<file path="config.mk">
export PLATFORM = sky130hd
export DESIGN_NAME = pkb_buffer
export DESIGN_NICKNAME = d
export VERILOG_FILES = /design/src/rtl/pkb_pkg.sv /design/src/rtl/pkb_lane_ins.sv /design/src/rtl/pkb_lane_pick.sv /design/src/rtl/pkb_lane_mask.sv /design/src/rtl/pkb_flags.sv /design/src/rtl/pkb_buffer.sv
export SDC_FILE = /design/constraint.sdc
export NUM_CORES = 1
export LEC_CHECK = 0
export ABC_AREA = 1
export BUFFER_PORTS_ARGS = -buffer_cell sky130_fd_sc_hd__buf_2
export CELL_PAD_IN_SITES_DETAIL_PLACEMENT = 0
export CELL_PAD_IN_SITES_GLOBAL_PLACEMENT = 1
export CORE_ASPECT_RATIO = 0.9
export CORE_MARGIN = 1.5
export CORE_UTILIZATION = 37
export CTS_BUF_LIST = sky130_fd_sc_hd__clkbuf_4
export DETAILED_ROUTE_END_ITERATION = 7
export GPL_TIMING_DRIVEN = 0
export MAX_ROUTING_LAYER = met4
export PLACE_DENSITY_LB_ADDON = 0.1
export SLEW_MARGIN = 10
export SYNTH_ARGS = -nofsm -noshare
export SYNTH_HDL_FRONTEND = slang
export SYNTH_HIERARCHICAL = 1
export SYNTH_SLANG_ARGS = --single-unit
</file>
<file path="constraint.sdc">
create_clock -name clk -period 2.4 [get_ports clk]
set_clock_uncertainty 0.15 [all_clocks]
set_input_delay 0.48 -clock clk [delete_from_list [all_inputs] [get_ports clk]]
set_output_delay 0.48 -clock clk [all_outputs]
set_load 0.05 [all_outputs]
</file>
<file path="src/rtl/pkb_pkg.sv">
`timescale 1ns/1ps
package pkb_pkg;
    localparam int DEF_BYTE_W = 8;
    localparam int DEF_LANES  = 4;
    localparam int STAT_W     = 16;
    localparam int ERR_BIT    = 0;
    localparam int TC_BIT     = 1;
    localparam int CNT_LSB    = 2;
    localparam int DRN_BIT    = 5;
    localparam int FLS_BIT    = 6;
    localparam int LANE_LSB   = 11;
endpackage

</file>
<file path="src/rtl/pkb_lane_ins.sv">
`timescale 1ns/1ps
// Replaces the byte of one lane in a word; lane 0 is the most significant byte.
module pkb_lane_ins #(
    parameter int BYTE_W = 8,
    parameter int LANES  = 4
) (
    input  logic [BYTE_W*LANES-1:0]     word_i,
    input  logic [$clog2(LANES)-1:0]    lane_i,
    input  logic [BYTE_W-1:0]           byte_i,
    output logic [BYTE_W*LANES-1:0]     word_o
);
    localparam int WORD_W = BYTE_W * LANES;
    localparam int LANE_W = $clog2(LANES);

    for (genvar i = 0; i < LANES; i++) begin : g_lane
        assign word_o[WORD_W-1-i*BYTE_W -: BYTE_W] =
            (lane_i == LANE_W'(i)) ? byte_i : word_i[WORD_W-1-i*BYTE_W -: BYTE_W];
    end
endmodule

</file>
<file path="src/rtl/pkb_lane_pick.sv">
`timescale 1ns/1ps
// Selects the byte of one lane from a word.
module pkb_lane_pick #(
    parameter int BYTE_W = 8,
    parameter int LANES  = 4
) (
    input  logic [BYTE_W*LANES-1:0]     word_i,
    input  logic [$clog2(LANES)-1:0]    lane_i,
    output logic [BYTE_W-1:0]           byte_o
);
    localparam int WORD_W = BYTE_W * LANES;
    localparam int LANE_W = $clog2(LANES);

    always_comb begin
        byte_o = '0;
        for (int i = 0; i < LANES; i++) begin
            if (lane_i == LANE_W'(i)) byte_o = word_i[WORD_W-1-i*BYTE_W -: BYTE_W];
        end
    end
endmodule

</file>
<file path="src/rtl/pkb_lane_mask.sv">
`timescale 1ns/1ps
// Byte enables for a run of lanes; enable bit LANES-1-i covers lane i.
module pkb_lane_mask #(
    parameter int LANES = 4
) (
    input  logic [$clog2(LANES)-1:0]    first_i,
    input  logic [$clog2(LANES+1)-1:0]  cnt_i,
    output logic [LANES-1:0]            be_o
);
    always_comb begin
        be_o = '0;
        for (int i = 0; i < LANES; i++) begin
            be_o[LANES-1-i] = (i >= int'(first_i)) && (i < int'(first_i) + int'(cnt_i));
        end
    end
endmodule

</file>
<file path="src/rtl/pkb_flags.sv">
`timescale 1ns/1ps
// Sticky error and terminal-count flags; a clear wins over a set.
module pkb_flags (
    input  logic clk,
    input  logic rst_n,
    input  logic err_set,
    input  logic tc_set,
    input  logic clr,
    output logic err_o,
    output logic tc_o
);
    typedef struct packed {
        logic err;
        logic tc;
    } flg_t;

    flg_t f_d, f_q;

    always_comb begin
        f_d = f_q;
        if (clr) begin
            f_d = '0;
        end else begin
            f_d.err = f_q.err | err_set;
            f_d.tc  = f_q.tc | tc_set;
        end
    end

    always_ff @(posedge clk or negedge rst_n) begin
        if (!rst_n) f_q <= '0;
        else        f_q <= f_d;
    end

    assign err_o = f_q.err;
    assign tc_o  = f_q.tc;
endmodule

</file>
<file path="src/rtl/pkb_buffer.sv">
`timescale 1ns/1ps
module pkb_buffer
    import pkb_pkg::*;
#(
    parameter int BYTE_W = DEF_BYTE_W,
    parameter int LANES  = DEF_LANES
) (
    input  logic                           clk,
    input  logic                           rst_n,
    input  logic                           dir_pack,
    input  logic                           lane_load,
    input  logic [$clog2(LANES)-1:0]       lane_init,
    input  logic                           pbyte_valid,
    input  logic [BYTE_W-1:0]              pbyte_data,
    input  logic                           word_valid,
    input  logic [BYTE_W*LANES-1:0]        word_data,
    input  logic                           byte_take,
    input  logic                           drain_req,
    input  logic                           flush_req,
    input  logic                           err_hit,
    input  logic                           tc_hit,
    output logic                           wr_valid,
    output logic [BYTE_W*LANES-1:0]        wr_data,
    output logic [LANES-1:0]               wr_be,
    output logic [BYTE_W-1:0]              rd_byte,
    output logic                           need_word,
    output logic [STAT_W-1:0]              stat
);
    localparam int WORD_W = BYTE_W * LANES;
    localparam int LANE_W = $clog2(LANES);
    localparam int CNT_W  = $clog2(LANES + 1);

    typedef struct packed {
        logic [WORD_W-1:0] word;
        logic [LANE_W-1:0] lane;
        logic [LANE_W-1:0] first;
        logic [CNT_W-1:0]  cnt;
        logic              drain;
        logic              flush;
        logic              wr_v;
        logic [WORD_W-1:0] wr_d;
        logic [LANES-1:0]  wr_be;
    } st_t;

    st_t s_d, s_q;

    logic [WORD_W-1:0] word_ins;
    logic [LANE_W-1:0] mask_first;
    logic [CNT_W-1:0]  mask_cnt;
    logic [LANES-1:0]  mask_be;
    logic              last_lane;
    logic              err_f, tc_f;

    pkb_lane_ins #(.BYTE_W(BYTE_W), .LANES(LANES)) u_ins (
        .word_i (s_q.word),
        .lane_i (s_q.lane),
        .byte_i (pbyte_data),
        .word_o (word_ins)
    );

    pkb_lane_pick #(.BYTE_W(BYTE_W), .LANES(LANES)) u_pick (
        .word_i (s_q.word),
        .lane_i (s_q.lane),
        .byte_o (rd_byte)
    );

    pkb_lane_mask #(.LANES(LANES)) u_mask (
        .first_i (mask_first),
        .cnt_i   (mask_cnt),
        .be_o    (mask_be)
    );

    pkb_flags u_flags (
        .clk     (clk),
        .rst_n   (rst_n),
        .err_set (err_hit),
        .tc_set  (tc_hit),
        .clr     (s_q.flush),
        .err_o   (err_f),
        .tc_o    (tc_f)
    );

    assign last_lane = (s_q.lane == LANE_W'(LANES - 1));

    // Enable run: held bytes for a drain, held bytes plus the incoming one otherwise.
    always_comb begin
        if (s_q.drain) begin
            mask_first = s_q.first;
            mask_cnt   = s_q.cnt;
        end else begin
            mask_first = (s_q.cnt == '0) ? s_q.lane : s_q.first;
            mask_cnt   = s_q.cnt + CNT_W'(1);
        end
    end

    always_comb begin
        s_d       = s_q;
        s_d.wr_v  = 1'b0;
        s_d.wr_be = '0;
        s_d.drain = drain_req & ~s_q.drain & ~s_q.flush;
        s_d.flush = flush_req & ~s_q.flush;

        if (s_q.flush) begin
            s_d.word = '0;
            s_d.cnt  = '0;
        end else if (s_q.drain) begin
            if (dir_pack) begin
                if (s_q.cnt != '0) begin
                    s_d.wr_v  = 1'b1;
                    s_d.wr_d  = s_q.word;
                    s_d.wr_be = mask_be;
                end
                s_d.word = '0;
                s_d.cnt  = '0;
            end
        end else if (lane_load) begin
            s_d.word  = '0;
            s_d.cnt   = '0;
            s_d.lane  = lane_init;
            s_d.first = lane_init;
        end else if (dir_pack) begin
            if (pbyte_valid) begin
                if (s_q.cnt == '0) s_d.first = s_q.lane;
                s_d.lane = s_q.lane + LANE_W'(1);
                if (last_lane) begin
                    s_d.wr_v  = 1'b1;
                    s_d.wr_d  = word_ins;
                    s_d.wr_be = mask_be;
                    s_d.word  = '0;
                    s_d.cnt   = '0;
                end else begin
                    s_d.word = word_ins;
                    s_d.cnt  = s_q.cnt + CNT_W'(1);
                end
            end
        end else begin
            if (word_valid && s_q.cnt == '0) begin
                s_d.word = word_data;
                s_d.cnt  = CNT_W'(LANES) - CNT_W'(s_q.lane);
            end else if (byte_take && s_q.cnt != '0) begin
                s_d.lane = s_q.lane + LANE_W'(1);
                s_d.cnt  = s_q.cnt - CNT_W'(1);
            end
        end
    end

    always_ff @(posedge clk or negedge rst_n) begin
        if (!rst_n) s_q <= '0;
        else        s_q <= s_d;
    end

    assign wr_valid  = s_q.wr_v;
    assign wr_data   = s_q.wr_d;
    assign wr_be     = s_q.wr_be;
    assign need_word = ~dir_pack & (s_q.cnt == '0) & ~s_q.drain & ~s_q.flush;

    always_comb begin
        stat                        = '0;
        stat[ERR_BIT]               = err_f;
        stat[TC_BIT]                = tc_f;
        stat[CNT_LSB +: CNT_W]      = s_q.cnt;
        stat[DRN_BIT]               = s_q.drain;
        stat[FLS_BIT]               = s_q.flush;
        stat[LANE_LSB +: LANE_W]    = s_q.lane;
    end
endmodule

</file>
# ---- Word level (Yosys, flattened, before mapping)
# Cells that the tools add are included.
dict set report totals {
  inputBits 53
  elab_cells 102
  ff_bits 80
}
dict set report classes {
  n_lt_le_gt_ge 7
  n_mux 38
  bitwise_logic 11
  reduce_logical 20
  eq_ne 10
  n_addsub 5
}
# op n
set ops {}
lappend ops {{2-to-1 mux 37 bit} 8}
lappend ops {{2-to-1 mux 32 bit} 5}
lappend ops {{2-to-1 mux 39 bit} 2}
lappend ops {{< comparator 3 x 32 -> 1 bit, first input constant} 2}
lappend ops {{2-to-1 mux 8 bit} 8}
lappend ops {{2-to-1 mux 34 bit} 1}
lappend ops {{< comparator 1 x 32 -> 1 bit, first input constant} 1}
lappend ops {{< comparator 2 x 32 -> 1 bit, first input constant} 1}
lappend ops {{2-to-1 mux 3 bit} 8}
lappend ops {{2-to-1 mux 2 bit} 6}
lappend ops {{nonzero test 2 bit} 4}
lappend ops {{AND reduction 7 bit} 1}
lappend ops {{bitwise AND 1 bit} 6}
lappend ops {{!= test 3 bit, second input constant} 2}
lappend ops {{AND reduction 3 bit} 2}
lappend ops {{nonzero test 3 bit} 2}
lappend ops {{logical AND 1 bit} 5}
lappend ops {{!= test 5 x 1 -> 1 bit, second input constant} 1}
lappend ops {{AND reduction 5 bit} 1}
lappend ops {{nonzero test 5 bit} 1}
lappend ops {{adder 2 x 3 -> 4 bit} 1}
lappend ops {{== test 2 bit, second input constant} 2}
lappend ops {{>= comparator 1 x 2 -> 1 bit, first input constant} 2}
lappend ops {{!= test 2 x 1 -> 1 bit, second input constant} 2}
lappend ops {{other kinds (14)} 17}

# ---- Logic depth before layout (Yosys ltp)
dict set report depth {
  depth_word 12
  mapped_depth 16
}

# ---- Cells and area by module
# Netlist, hierarchy kept.
# mod area_per_inst_um2 seq_area_each_um2 cells_each instances
set modules_own_cells {}
lappend modules_own_cells {pkb_buffer 4621.9 1951.9 635 1}
lappend modules_own_cells {pkb_lane_ins 513.0 0.0 108 1}
lappend modules_own_cells {pkb_lane_pick 264.0 0.0 47 1}
lappend modules_own_cells {pkb_lane_mask 137.6 0.0 22 1}
lappend modules_own_cells {pkb_flags 65.1 50.0 6 1}

# ---- Worst setup path before layout
# OpenSTA, ideal clock, no wires.
dict set report synth_timing {
  kind {register to output}
  startpoint {register s_q (netlist bit stat[6])}
  endpoint {output need_word}
  slack_ns -0.208
  arrival_ns 1.978
  path_stages_with_launch 5
  n_path_buf 1
  cell_sequence {dfrtp_1 > clkbuf_1 > nor2_1 > inv_1 > nor3_1}
}
dict set report synth_between {
  elab_chain_len 2
}
# element line
set synth_rtl {}
lappend synth_rtl {{from (decl)} pkb_buffer.sv:45} ;# st_t s_d, s_q;
lappend synth_rtl {{from (signal assigned)} pkb_buffer.sv:148} ;# if (!rst_n) s_q <= '0;
lappend synth_rtl {{from (signal assigned)} pkb_buffer.sv:149} ;# else s_q <= s_d;
lappend synth_rtl {{NOT 1 bit (no line)} n/a}
lappend synth_rtl {{bitwise AND 1 bit} pkb_buffer.sv:155} ;# assign need_word = ~dir_pack & (s_q.cnt == '0) & ~s_q.drain & ~s_q.flush;
lappend synth_rtl {{to (decl)} pkb_buffer.sv:26} ;# output logic need_word,
# Every way passes these cells.

# ---- Worst setup path in the final report
dict set report layout_timing {
  startpoint {register s_q (netlist bit stat[12])}
  endpoint {output rd_byte[3]}
}
dict set report layout_between {
  elab_chain_len 5
  word_cells_on_any_way 8
}
# element line
set layout_rtl {}
lappend layout_rtl {{logical NOT 2 bit} pkb_lane_pick.sv:17} ;# if (lane_i == LANE_W'(i)) byte_o = word_i[WORD_W-1-i*BYTE_W -: BYTE_W];
lappend layout_rtl {{2-to-1 mux 8 bit (3 in series)} pkb_lane_pick.sv:17}
lappend layout_rtl {{2-to-1 mux 8 bit *} pkb_lane_pick.sv:17}
lappend layout_rtl {{to (decl)} pkb_buffer.sv:25} ;# output logic [BYTE_W-1:0] rd_byte,
# Every way passes the cells marked *; elsewhere a longest branch is shown, timed or not.

==> flow_summary.json <==
{
  "outcome": "complete, no violations",
  "top_usage_layer": "met2",
  "cp-end-kind": "output port",
  "crit_chain": "buf_6 > nor2_4 > nand2_1 > nand4_1 > buf_6",
  "route.detailed.drc": 0,
  "cts_tree": "yes",
  "first_pass_iters": 7,
  "drt-initial-drc-count": 302,
  "post-route-period-util": 0.992,
  "ys_types": 30,
  "rows": 42,
  "grt_usage": 0.236,
  "cts_max_level": 3,
  "power.internal_mw": 2.60,
  "synthFlopType": "dfrtp_1",
  "final_hold_viol_count": 0,
  "swShare": 0.447,
  "dieArea_um2": 15900,
  "start_util": 0.379,
  "cts-buffers-inserted": 9,
  "wirelength_mm": 17.7,
  "coreArea_um2": 14800,
  "worst_pin_slew_ns": 0.577,
  "hold_path_class": "primary input to flop",
  "yosysWarnings": 6,
  "vias": 5529,
  "gp_congestion": 0.904,
  "clockRootBuffer": "clkbuf_4",
  "finalSetupViolCount": 0,
  "yosysMostFrequentCell": "nand2_1",
  "met2_usage": 0.350,
  "max_stage_delay_ns": 0.49,
  "grt_max_degree": 62,
  "final_util": 0.464,
  "r2r_slack_ns": 0.03,
  "vias_per_cell": 4.75,
  "grt_pass1_vias": 5115,
  "crit_slowest_cell": "dfrtp_2",
  "synthArstFlopShare": 1.00,
  "power.density_nw_per_um2": 685,
  "r2r_end": "wr_be[3]$_DFF_PN0_",
  "slew_violations": 0,
  "wl_per_cell_um": 15.2,
  "dieHeight_um": 120,
  "r2r_cells": 15,
  "synth_top_area_frac": 0.357,
  "drv_cap": 0,
  "port_buffers": 105,
  "antenna_found_initial": 0,
  "nets": 1022,
  "yosysTopAreaCell": "dfrtp_1",
  "netlist_instances": 818,
  "combPwrFrac": 0.482,
  "critPathKind": "flop to output port",
  "p_seq_frac": 0.336,
  "p_clk_frac": 0.183,
  "required_ns": 1.77,
  "diodes": 0,
  "pre_cts_slack_ns": -0.319,
  "syn_area_um2": 5600,
  "ant_nets": 0,
  "ys_ff_latch": 80,
  "cp.depth": 5,
  "clock_path_buffers": 2,
  "worst_slack_ns": 0.0198,
  "critPathLaunchType": "flop",
  "relSlewSlack": 0.615,
  "worstHoldStart": "drain_req",
  "ys_seq_area_frac": 0.357,
  "dp_hpwl_mm": 13.5,
  "crit_path_max_fanout": 8,
  "min_path_cells": 3,
  "cp_top_family": "flip-flops",
  "whs_ns": 0.0654,
  "p_switching_mw": 2.10,
  "die_w_um": 133,
  "grt_pass1_wl_mm": 28.0,
  "layout-drive-gt1-share": 0.276,
  "worstPathArrival_ns": 1.75,
  "syn-mean-instance-area_um2": 6.85,
  "synth_common_cells": "319 x nand2_1, 90 x inv_1, 80 x dfrtp_1",
  "timing.critical_path.mode_cell": "buf_6",
  "synth-edff-count": 0,
  "r2r_start": "stat[2]$_DFFE_PN0P_",
  "use_met1": 0.330,
  "clock-sinks": 80,
  "p_leak_nw": 3.63,
  "timing.final.crit_period_ns": 2.38,
  "synthToLayoutAreaGrowth_pct": 22.4,
  "grt_setup_unrepaired": "true",
  "overflow": 0,
  "power.total_mw": 4.70,
  "met3_usage": 0.0380,
  "clock_latency_ns": 0.47,
  "synthTopCellsByArea": "dfrtp_1 36%, nand2_1 21%, buf_4 8.2%, inv_1 6.0%, o21ai_0 5.7%",
  "io-pin-count": 115,
  "hold_path_end": "stat[5]$_DFF_PN0_",
  "path_clk_slew_ns": 0.14,
  "ir_drop_uv": 323,
  "path_buf_inv": 2,
  "timing.fmax_ghz": 0.420
}
## worst reg2reg max path: stages (launching register included)
cell	delay, ns
dfrtp_2	0.44
inv_2	0.10
ha_4	0.17
nand2_8	0.07
o21ai_2	0.16
nand2_1	0.08
nand2_2	0.11
ha_4	0.14
inv_2	0.04
fa_2	0.35
nor2_1	0.10
nand3_1	0.08
nand2_2	0.15
a21oi_2	0.06
inv_1	0.05
nor2_1	0.04
## layout make-up
type                            count  area, um2
Tap cell                          198        248
Fill cell                        1583       7910
Sequential cell                    80       2010
Inverter                           96        360
Multi-Input combinational cell    554       2640
Clock inverter                      7       71.3
Buffer                             93        698
Clock buffer                        9       67.6
Timing Repair Buffer              127        768
## sequential cells by signal (all words and copies together) (netlist names)
register	cells
stat	7
wr_valid	1
wr_be	4
u_flags/tc_o	1
wr_data	32
u_flags/err_o	1
s_q	34
## through the flow
stage	TNS [ns]	instances	area [um2]
after floorplan	0	824	5630
after global placement	-3.83	1127	6410
after detailed placement	-1.38	1128	6440
after CTS	0	1151	6690
after global routing	-0.657	1164	6860
final	0	1164	6860
## what timing repair did
action                                  4_1_cts  5_1_grt
pin swaps                                     3       16
endpoints found under the setup margin       13       12
endpoints found under the hold margin        20        0
resized for setup                            21       22
hold buffers                                  2        0
setup buffers                                 6       13
## worst max-delay path by stage
| stage | from | to |
|---|---|---|
| after floorplan | stat[2]$_DFFE_PN0P_ | wr_be[3]$_DFF_PN0_ |
| after global placement | stat[2]$_DFFE_PN0P_ | wr_be[2]$_DFF_PN0_ |
| after detailed placement | stat[2]$_DFFE_PN0P_ | wr_be[3]$_DFF_PN0_ |
| after CTS | stat[12]$_DFFE_PN0P_ | rd_byte[7] |
| after global routing | stat[2]$_DFFE_PN0P_ | wr_be[2]$_DFF_PN0_ |
| final | stat[12]$_DFFE_PN0P_ | rd_byte[3] |
## per-layer routing
metal / wire [um] / part of all wire
met3: 874 / 0.049
met5: 0 / 0
met4: 419 / 0.024
met2: 7870 / 0.45
met1: 8530 / 0.48
## cell families (layout without fill, tap and decap cells)
logic type                 Yosys count  after routing  synth area share
buffers and inverters              190            332             0.189
AOI/OAI and AO/OA                  121            121             0.118
xor gates and xnor gates             2              2           0.00313
and+or+nand+nor                    416            416             0.312
adders and majority gates            8              8            0.0192
DFF                                 80             80             0.357
other                                1              7          0.000669
## power by group through the flow
stage / registers (mW) / clock network [mW] / logic (mW)
3_3_place_gp: 1.60 / 0 / 1.98
6_report: 1.58 / 0.858 / 2.26
2_1_floorplan: 1.56 / 0 / 1.53
4_1_cts: 1.57 / 0.888 / 2.09
3_5_place_dp: 1.60 / 0 / 2.00
5_1_grt: 1.59 / 0.938 / 2.49
## layout by cell type, fill, tap and decap left out, types with 7 or more instances in the layout
cell type    n
buf_6       21
dfrtp_1     76
nand2_1    313
nand2_2      8
clkbuf_1     9
o21ai_1     18
o22ai_1     32
nor2_1      19
clkbuf_4     9
nand4_1      8
conb_1       7
buf_2      105
buf_4       81
o21ai_0     60
inv_2       10
nand3_1     54
inv_1       86
(Power assumes the default switching activity.)
